[src/rtl/wake_irq_pkg.sv]
// Package: shared constants for the wake-up interrupt controller.
// Assumes: consumers derive their index width with idx_width().
package wake_irq_pkg;

    // Default number of interrupt lines watched while asleep
    localparam int unsigned DEF_LINES = 32;

    // Width of a line index; at least one bit even for a single line
    function automatic int unsigned idx_width(input int unsigned lines);
        return (lines > 1) ? $clog2(lines) : 1;
    endfunction

endpackage

[src/rtl/wake_arm_ctrl.sv]
// Module: wake_arm_ctrl
// Stores the qualification mask at sleep entry and tracks the armed
// window, which runs from entry until the clocks are acknowledged.
// Assumes: sleep_enter is a strobe; entry takes precedence over ack.
module wake_arm_ctrl #(
    parameter int unsigned NUM_LINES = wake_irq_pkg::DEF_LINES
) (
    input  logic                 clk,
    input  logic                 rst_n,
    input  logic [NUM_LINES-1:0] wake_mask,
    input  logic                 sleep_enter,
    input  logic                 clk_ack,
    output logic [NUM_LINES-1:0] mask_q,
    output logic                 armed_q
);

    // Store the qualification vector only at entry
    always_ff @(posedge clk) begin
        if (!rst_n)           mask_q <= '0;
        else if (sleep_enter) mask_q <= wake_mask;
    end

    // Arm at entry, disarm on acknowledge
    always_ff @(posedge clk) begin
        if (!rst_n)           armed_q <= 1'b0;
        else if (sleep_enter) armed_q <= 1'b1;
        else if (clk_ack)     armed_q <= 1'b0;
    end


    disarm_on_ack_chk: assert property (@(posedge clk) disable iff (!rst_n)
        (clk_ack && !sleep_enter) |=> !armed_q);


    entry_arms_chk: assert property (@(posedge clk) disable iff (!rst_n)
        sleep_enter |=> (armed_q && mask_q == $past(wake_mask)));

endmodule

[src/rtl/wake_pend_latch.sv]
// Module: wake_pend_latch
// One sticky bit per line. A bit is set by a qualified active line and
// is cleared only by the next sleep entry. At entry, the lines that are
// already active and qualified by the incoming mask are loaded at once.
// Assumes: mask_q and armed_q come from wake_arm_ctrl.
module wake_pend_latch #(
    parameter int unsigned NUM_LINES = wake_irq_pkg::DEF_LINES
) (
    input  logic                 clk,
    input  logic                 rst_n,
    input  logic [NUM_LINES-1:0] irq_raw,
    input  logic [NUM_LINES-1:0] wake_mask,
    input  logic [NUM_LINES-1:0] mask_q,
    input  logic                 sleep_enter,
    input  logic                 armed_q,
    input  logic                 clk_stopped,
    output logic [NUM_LINES-1:0] pend_q
);

    logic watch;
    // Detection window: armed and clocks reported stopped
    always_comb watch = armed_q && clk_stopped;

    for (genvar g = 0; g < NUM_LINES; g++) begin : g_line
        // Per-line sticky capture
        always_ff @(posedge clk) begin
            if (!rst_n)                          pend_q[g] <= 1'b0;
            else if (sleep_enter)                pend_q[g] <= irq_raw[g] & wake_mask[g];
            else if (watch && irq_raw[g] && mask_q[g]) pend_q[g] <= 1'b1;
        end
    end


    only_masked_chk: assert property (@(posedge clk) disable iff (!rst_n)
        (pend_q & ~mask_q) == '0);


    sticky_chk: assert property (@(posedge clk) disable iff (!rst_n)
        !sleep_enter |=> ((pend_q & $past(pend_q)) == $past(pend_q)));

endmodule

[src/rtl/wake_low_enc.sv]
// Module: wake_low_enc
// Finds the lowest set bit of a vector and returns its index.
// Assumes: index is 0 when no bit is set; 'any' flags a set bit.
module wake_low_enc #(
    parameter int unsigned NUM_LINES = wake_irq_pkg::DEF_LINES,
    localparam int unsigned IDX_W    = wake_irq_pkg::idx_width(NUM_LINES)
) (
    input  logic [NUM_LINES-1:0] vec,
    output logic                 any,
    output logic [IDX_W-1:0]     idx
);

    // Scan downward so the lowest set bit is the last one written
    always_comb begin
        idx = '0;
        for (int i = NUM_LINES - 1; i >= 0; i--) begin
            if (vec[i]) idx = IDX_W'(i);
        end
        any = |vec;
    end

endmodule

[src/rtl/wake_irq_ctrl.sv]
// Module: wake_irq_ctrl (top)
// Wakes the core from clock-stopped modes. It catches qualified lines
// while asleep and holds the wake request until clocks are acknowledged.
// Assumes: clk is an always-on clock; reset is synchronous, active low.
module wake_irq_ctrl #(
    parameter int unsigned NUM_LINES = wake_irq_pkg::DEF_LINES,
    localparam int unsigned IDX_W    = wake_irq_pkg::idx_width(NUM_LINES)
) (
    input  logic                 clk,
    input  logic                 rst_n,
    input  logic [NUM_LINES-1:0] irq_raw,
    input  logic [NUM_LINES-1:0] wake_mask,
    input  logic                 sleep_enter,
    input  logic                 clk_stopped,
    input  logic                 clk_ack,
    output logic                 wake_req,
    output logic [IDX_W-1:0]     wake_idx
);

    logic [NUM_LINES-1:0] mask_q;
    logic [NUM_LINES-1:0] pend_q;
    logic                 armed_q;
    logic                 pend_any;
    logic [IDX_W-1:0]     low_idx;

    wake_arm_ctrl #(.NUM_LINES(NUM_LINES)) u_arm (
        .clk         (clk),
        .rst_n       (rst_n),
        .wake_mask   (wake_mask),
        .sleep_enter (sleep_enter),
        .clk_ack     (clk_ack),
        .mask_q      (mask_q),
        .armed_q     (armed_q)
    );

    wake_pend_latch #(.NUM_LINES(NUM_LINES)) u_pend (
        .clk         (clk),
        .rst_n       (rst_n),
        .irq_raw     (irq_raw),
        .wake_mask   (wake_mask),
        .mask_q      (mask_q),
        .sleep_enter (sleep_enter),
        .armed_q     (armed_q),
        .clk_stopped (clk_stopped),
        .pend_q      (pend_q)
    );

    wake_low_enc #(.NUM_LINES(NUM_LINES)) u_enc (
        .vec (pend_q),
        .any (pend_any),
        .idx (low_idx)
    );

    // Request while armed with a caught line; index only while requesting
    always_comb begin
        wake_req = armed_q && pend_any;
        wake_idx = wake_req ? low_idx : '0;
    end


    ack_drops_req_chk: assert property (@(posedge clk) disable iff (!rst_n)
        (wake_req && clk_ack && !sleep_enter) |=> !wake_req);


    idx_is_pending_chk: assert property (@(posedge clk) disable iff (!rst_n)
        wake_req |-> pend_q[wake_idx]);


    idx_lowest_chk: assert property (@(posedge clk) disable iff (!rst_n)
        wake_req |-> ((pend_q & ((NUM_LINES'(1) << wake_idx) - NUM_LINES'(1))) == '0));

endmodule

[config.mk]
export PLATFORM = sky130hd
export DESIGN_NAME = wake_irq_ctrl
export DESIGN_NICKNAME = d
export VERILOG_FILES = /design/src/rtl/wake_irq_pkg.sv /design/src/rtl/wake_arm_ctrl.sv /design/src/rtl/wake_pend_latch.sv /design/src/rtl/wake_low_enc.sv /design/src/rtl/wake_irq_ctrl.sv
export SDC_FILE = /design/constraint.sdc
export NUM_CORES = 1
export LEC_CHECK = 0
export BUFFER_PORTS_ARGS = -buffer_cell sky130_fd_sc_hd__buf_4
export CORE_UTILIZATION = 47
export DETAILED_ROUTE_END_ITERATION = 8
export GPL_TIMING_DRIVEN = 0
export PLACE_DENSITY_LB_ADDON = 0.1
export SLEW_MARGIN = 20
export SYNTH_ARGS = -nofsm -noshare
export SYNTH_HDL_FRONTEND = slang
export SYNTH_SLANG_ARGS = --single-unit
[constraint.sdc]
create_clock -name clk -period 1.5 [get_ports clk]
set_input_delay 0.15 -clock clk [delete_from_list [all_inputs] [get_ports clk]]
set_output_delay 0.15 -clock clk [all_outputs]
set_load 0.03 [all_outputs]
==> metrics, run 1 <==
max cap viols 0; static leakage 1.570 nW; syn_area_per_cell 8.254 µm²; DP HPWL 5.967 mm; Core Region 5921 µm²; Initial Util 0.4880; CP max FO 3; post-synthesis register bit count 65; wire per inst 15.97 µm; Worst setup SP type flop; maximum vdd drop 734.1 µV; initial antenna violation count 0; CP arrival 2.19 ns; Distinct cells, synth 33; Routed WL 8.304 mm; setup TNS -4.422 ns; RSZ-0062 raised after global routing true; I/O pin count 75; hold buffers post-CTS 0; Final Skew 0.003706 ns; first-pass GRT wire length 13.21 mm; input/output buffers 73; Seq/Total Area, Yosys 0.4504; fillers 518; Syn Nets 419; Num CTS Buffers 9; Routed Antenna Nets 0; Tot Pwr 4.378 mW; Iter 0 DRT Violations 219; Post-Syn Instances 350; vias in the first global route 2764; failing checks negative setup slack; synthesized cell area 2889 µm²; Residual DRC 0; number of diodes 0; status finished, violations left; final number of setup-violating endpoints 6; TritonCTS clock tree built; Hold WS 0.07503 ns; yosys warns 0; most common cell after layout, fill and taps aside buf_4; Final GP Congestion 0.9295; Period Utilization, post-route 1.560; largest family of logic cells by synthesized area simple AND/OR/NAND/NOR gates; Overflow after GRT 0; die width 80.40 µm; Worst setup EP type primary output; full die area 6464 µm²; critical path class reg -> out; standard-cell row count 28; most frequent cells in the layout buf_4, dfxtp_1, nor2_1; Simple-Gate Fraction of Synth Area 0.2516; fmax 427.4 MHz; total track usage 0.2732; drt via density 5.690; Worst Path Required 1.35 ns; clock-pin slew on the worst setup and hold paths 0.07 ns; PnR worst setup slack -0.8397 ns; clk sinks 65; PwrDens 1123 nW/µm²; Post-DP Area 3566 µm²; max-slew violation count 0; Hold WC Path Type in -> reg; vias 2959; Placed Instances 498; pre-CTS WS -0.5669 ns; post-route minimum period 2.340 ns; Synth Area in Compound Gates 0.2200; Synth Area in XOR/XNOR 0; final cell count without fillers 520; max_slew headroom 0.5955; mux share of post-synthesis cell area 0.04158; DRT Pass-1 Iters 6; CTS Root Cell clkbuf_8; H-tree Lvls 3; Fin. Hold Viols 0; layout cells sized above 1 0.2742; Worst Max-Slew Pin Slew 0.6067 ns; post-layout util 0.6583; area grow syn2layout 34.91%; largest net degree at the start of global routing 11; Clock Path Buffers 2; design area 3897 µm²; die height 80.40 µm; post-synthesis adder-cell area fraction 0; latest clock arrival within the worst-skew pair 0.34 ns; fin nets 510
==> logic make-up after synthesis <==
logic type | after synthesis
AOI/OAI and AO/OA | 105
buffers and inverters | 27
DFF | 65
muxes | 12
and+or+nand+nor | 141
==> sequential cells by signal, indices dropped and copies added, names as in the netlist <==
register,cells
u_arm.armed_q,1
u_arm.mask_q,32
u_pend.pend_q,32
==> cells in the mapped netlist, drive strengths merged <==
library cell / number / share of area
nand2b: 2 / 0.0043
o21ai: 41 / 0.072
o21a: 1 / 0.0026
mux2i: 12 / 0.042
buf: 4 / 0.0065
and3: 1 / 0.0022
nand3b: 6 / 0.016
o21bai: 1 / 0.0026
nor2: 54 / 0.070
a31oi: 13 / 0.028
o311ai: 2 / 0.0061
inv: 7 / 0.0091
a21oi: 25 / 0.043
dfxtp: 65 / 0.45
nor2b: 13 / 0.028
and2: 12 / 0.026
nor3: 18 / 0.031
a211oi: 4 / 0.010
a2111oi: 3 / 0.010
or4: 7 / 0.023
nor4: 3 / 0.012
nand4: 1 / 0.0022
a21boi: 2 / 0.0052
a311oi: 12 / 0.036
nand3: 13 / 0.023
clkbuf: 16 / 0.021
a221oi: 1 / 0.0030
nand2: 11 / 0.014
==> worst max-delay path, stage by stage (launching register included) <==
cell and delay [ns]:
dfxtp_4 0.34, or4_4 0.53, nor4_4 0.31, nand2_1 0.13, o21ai_4 0.24, a2111oi_2 0.08, buf_4 0.20
==> timing repair <==
action	4_1_cts	5_1_grt
gates resized for setup	18	1
pin swaps	9	2
setup buffers	6	2
endpoints found under the setup margin	6	6
cloned	0	0
==> power by group <==
group          internal [mW]  switching (mW)  leakage (nW)
registers               1.83          0.0846         0.539
clock network           1.06           0.634         0.116
logic                  0.376           0.393         0.915
==> worst paths after layout <==
check,startpoint,cells past startpoint,end,slack [ns]
min reg2reg,u_arm.mask_q[19],2,u_arm.mask_q[19],0.45
max,u_pend.pend_q[23],6,wake_idx[1],-0.84
min,clk_ack,3,u_arm.armed_q,0.08
max reg2reg,u_arm.armed_q,5,u_pend.pend_q[13],0.12
==> per-layer routing <==
| layer | up-vias | track usage | wire [µm] |
|---|---|---|---|
| met2 | 123 | 0.4559 | 3942 |
| met1 | 1362 | 0.3471 | 3605 |
| met5 | - | 0 | 0 |
| met4 | 0 | 0.06964 | 160 |
| li1 | 1459 | - | - |
| met3 | 15 | 0.07159 | 595 |
==> final cells by class <==
cell class	instances	area, µm²	share of cell area
Clock inverter	2	60.06	0.01541
Sequential cell	65	1315	0.3374
Buffer	20	78.83	0.02022
Multi-Input combinational cell	258	1546	0.3968
Inverter	7	26.28	0.006742
Clock buffer	13	168.9	0.04334
Timing Repair Buffer	80	608.1	0.1560
Tap cell	75	93.84	0.02408
Note: power is estimated with default switching activity, not from simulation.
==> inputs of run 2 (changes only) <==
--- a/config.mk
+++ b/config.mk
@@ -15,2 +15,3 @@
 export SYNTH_HDL_FRONTEND = slang
 export SYNTH_SLANG_ARGS = --single-unit
+export TNS_END_PERCENT = 20
==> constraint.sdc (replaced) <==
create_clock -name clk -period 1.5 [get_ports clk]
set_input_delay 0.15 -clock clk [delete_from_list [all_inputs] [get_ports clk]]
set_output_delay 0.15 -clock clk [all_outputs]
set_load 0.02 [all_outputs]
==> run 2 against run 1 <==
The flow still finishes with violations (negative setup slack). Wire length barely moved. Sequential power barely moved. Total power fell by 0.43%. Critical endpoint unchanged. Highest routed layer unchanged.
==> metrics, run 2 (synthesis gave the netlist of run 1 again) <==
status finished, violations left; failing checks negative setup slack; Worst setup SP type flop; CP max FO 5; static leakage 1.565 nW; critical path class reg -> out; Residual DRC 0; CTS Root Cell clkbuf_8; pre-CTS WS -0.4945 ns; max cap viols 0; vias in the first global route 2717; TritonCTS clock tree built; die height 80.40 µm; fillers 533; cells along the critical path or4_4 -> nor4_4 -> nand2_1 -> o21ai_4 -> a2111oi_2 -> buf_4; clock-pin slew on the worst setup and hold paths 0.07 ns; Fin. Hold Viols 0; drt via density 5.646; PnR worst setup slack -0.8085 ns; post-route minimum period 2.308 ns; I/O pin count 75; die width 80.40 µm; Worst setup EP type primary output; RSZ-0062 raised after global routing true; Core Region 5921 µm²; PwrDens 1116 nW/µm²; H-tree Lvls 3; layout cells sized above 1 0.2764; DRT Pass-1 Iters 4; latest clock arrival within the worst-skew pair 0.34 ns; Period Utilization, post-route 1.539; Worst Max-Slew Pin Slew 0.6216 ns; vias 2936; hold buffers post-CTS 0; most frequent cells in the layout buf_4, dfxtp_1, nor2_1; Initial Util 0.4880; Largest regs u_arm.mask_q: 32 flops, u_pend.pend_q: 32 flops, u_arm.armed_q: 1 flops; Num CTS Buffers 9; Iter 0 DRT Violations 232; final cell count without fillers 520; Final GP Congestion 0.9033; Hold WC Path Type in -> reg; most common cell after layout, fill and taps aside buf_4; Overflow after GRT 0; area grow syn2layout 35.21%; Clock Path Buffers 2; Crit-path slowest cell or4_4; DP HPWL 5.962 mm; fin nets 509; setup TNS -4.389 ns; max-slew violation count 0; Final Skew 0.006939 ns; Routed Antenna Nets 0; clk sinks 65; largest net degree at the start of global routing 11; fmax 433.2 MHz; Worst Path Required 1.35 ns; input/output buffers 73; maximum vdd drop 622.2 µV; final number of setup-violating endpoints 6; total track usage 0.2757; Largest stage delay, worst path 0.56 ns; first-pass GRT wire length 13.25 mm; full die area 6464 µm²; CP arrival 2.16 ns; wire per inst 15.95 µm; Placed Instances 498; post-layout util 0.6598; initial antenna violation count 0; standard-cell row count 28; max_slew headroom 0.5856; number of diodes 0; Routed WL 8.296 mm; Hold WS 0.07612 ns
## run 2: cell count changes in the layout (fill, tap and decap cells not counted), sizes merged
cell	before	now
clkbuf	29	30
buf	84	83
## run 2: final cells by class
type / count / area (µm²) / area share
multi-input combinational: 258 / 1564 / 0.4004
timing repair buffer: 79 / 600.6 / 0.1537
inverter: 7 / 26.28 / 0.006726
sequential: 65 / 1320 / 0.3379
buffer: 20 / 78.83 / 0.02018
clock buffer: 14 / 162.7 / 0.04164
clock inverter: 2 / 60.06 / 0.01537
tap: 75 / 93.84 / 0.02402
## run 2: timing repair
action,CTS,global route
buffers inserted,5,1
gates resized for setup,16,10
pin swaps,8,5
endpoints found under the setup margin,6,17
## run 2: critical path, delay by kind of cell, from the launching register on
family	cells	cell delay [ns]
compound gates	2	0.31
flops	1	0.34
buf+inv	1	0.19
simple gates	3	0.97
## run 2: worst paths after layout
| kind | start | endpoint | slack [ns] | depth (start not counted) |
|---|---|---|---|---|
| max | u_pend.pend_q[24] | wake_idx[1] | -0.81 | 6 |
| min | wake_mask[15] | u_arm.mask_q[15] | 0.08 | 3 |
| max reg2reg | u_arm.armed_q | u_pend.pend_q[3] | 0.15 | 5 |
| min reg2reg | u_arm.mask_q[20] | u_arm.mask_q[20] | 0.45 | 2 |
## run 2: per-stage QoR
stage | power (mW) | instance area [µm²]
floorplan | 2.333 | 2909
global placement | 2.610 | 3551
detailed placement | 2.622 | 3551
CTS | 4.334 | 3855
global route | 4.554 | 3906
finish | 4.359 | 3906
## run 2: metal layers
metal	global-route usage	routed length [µm]	vias up
li1	-	-	1459
met1	0.3595	3837	1366
met2	0.4500	3866	92
met3	0.04773	424	19
met4	0.1071	168	0
met5	0	0	-
## run 2: report_power, final
group	internal, mW	switching [mW]
clock	1.03	0.653
combinational	0.381	0.384
sequential	1.83	0.0847
total	3.24	1.12
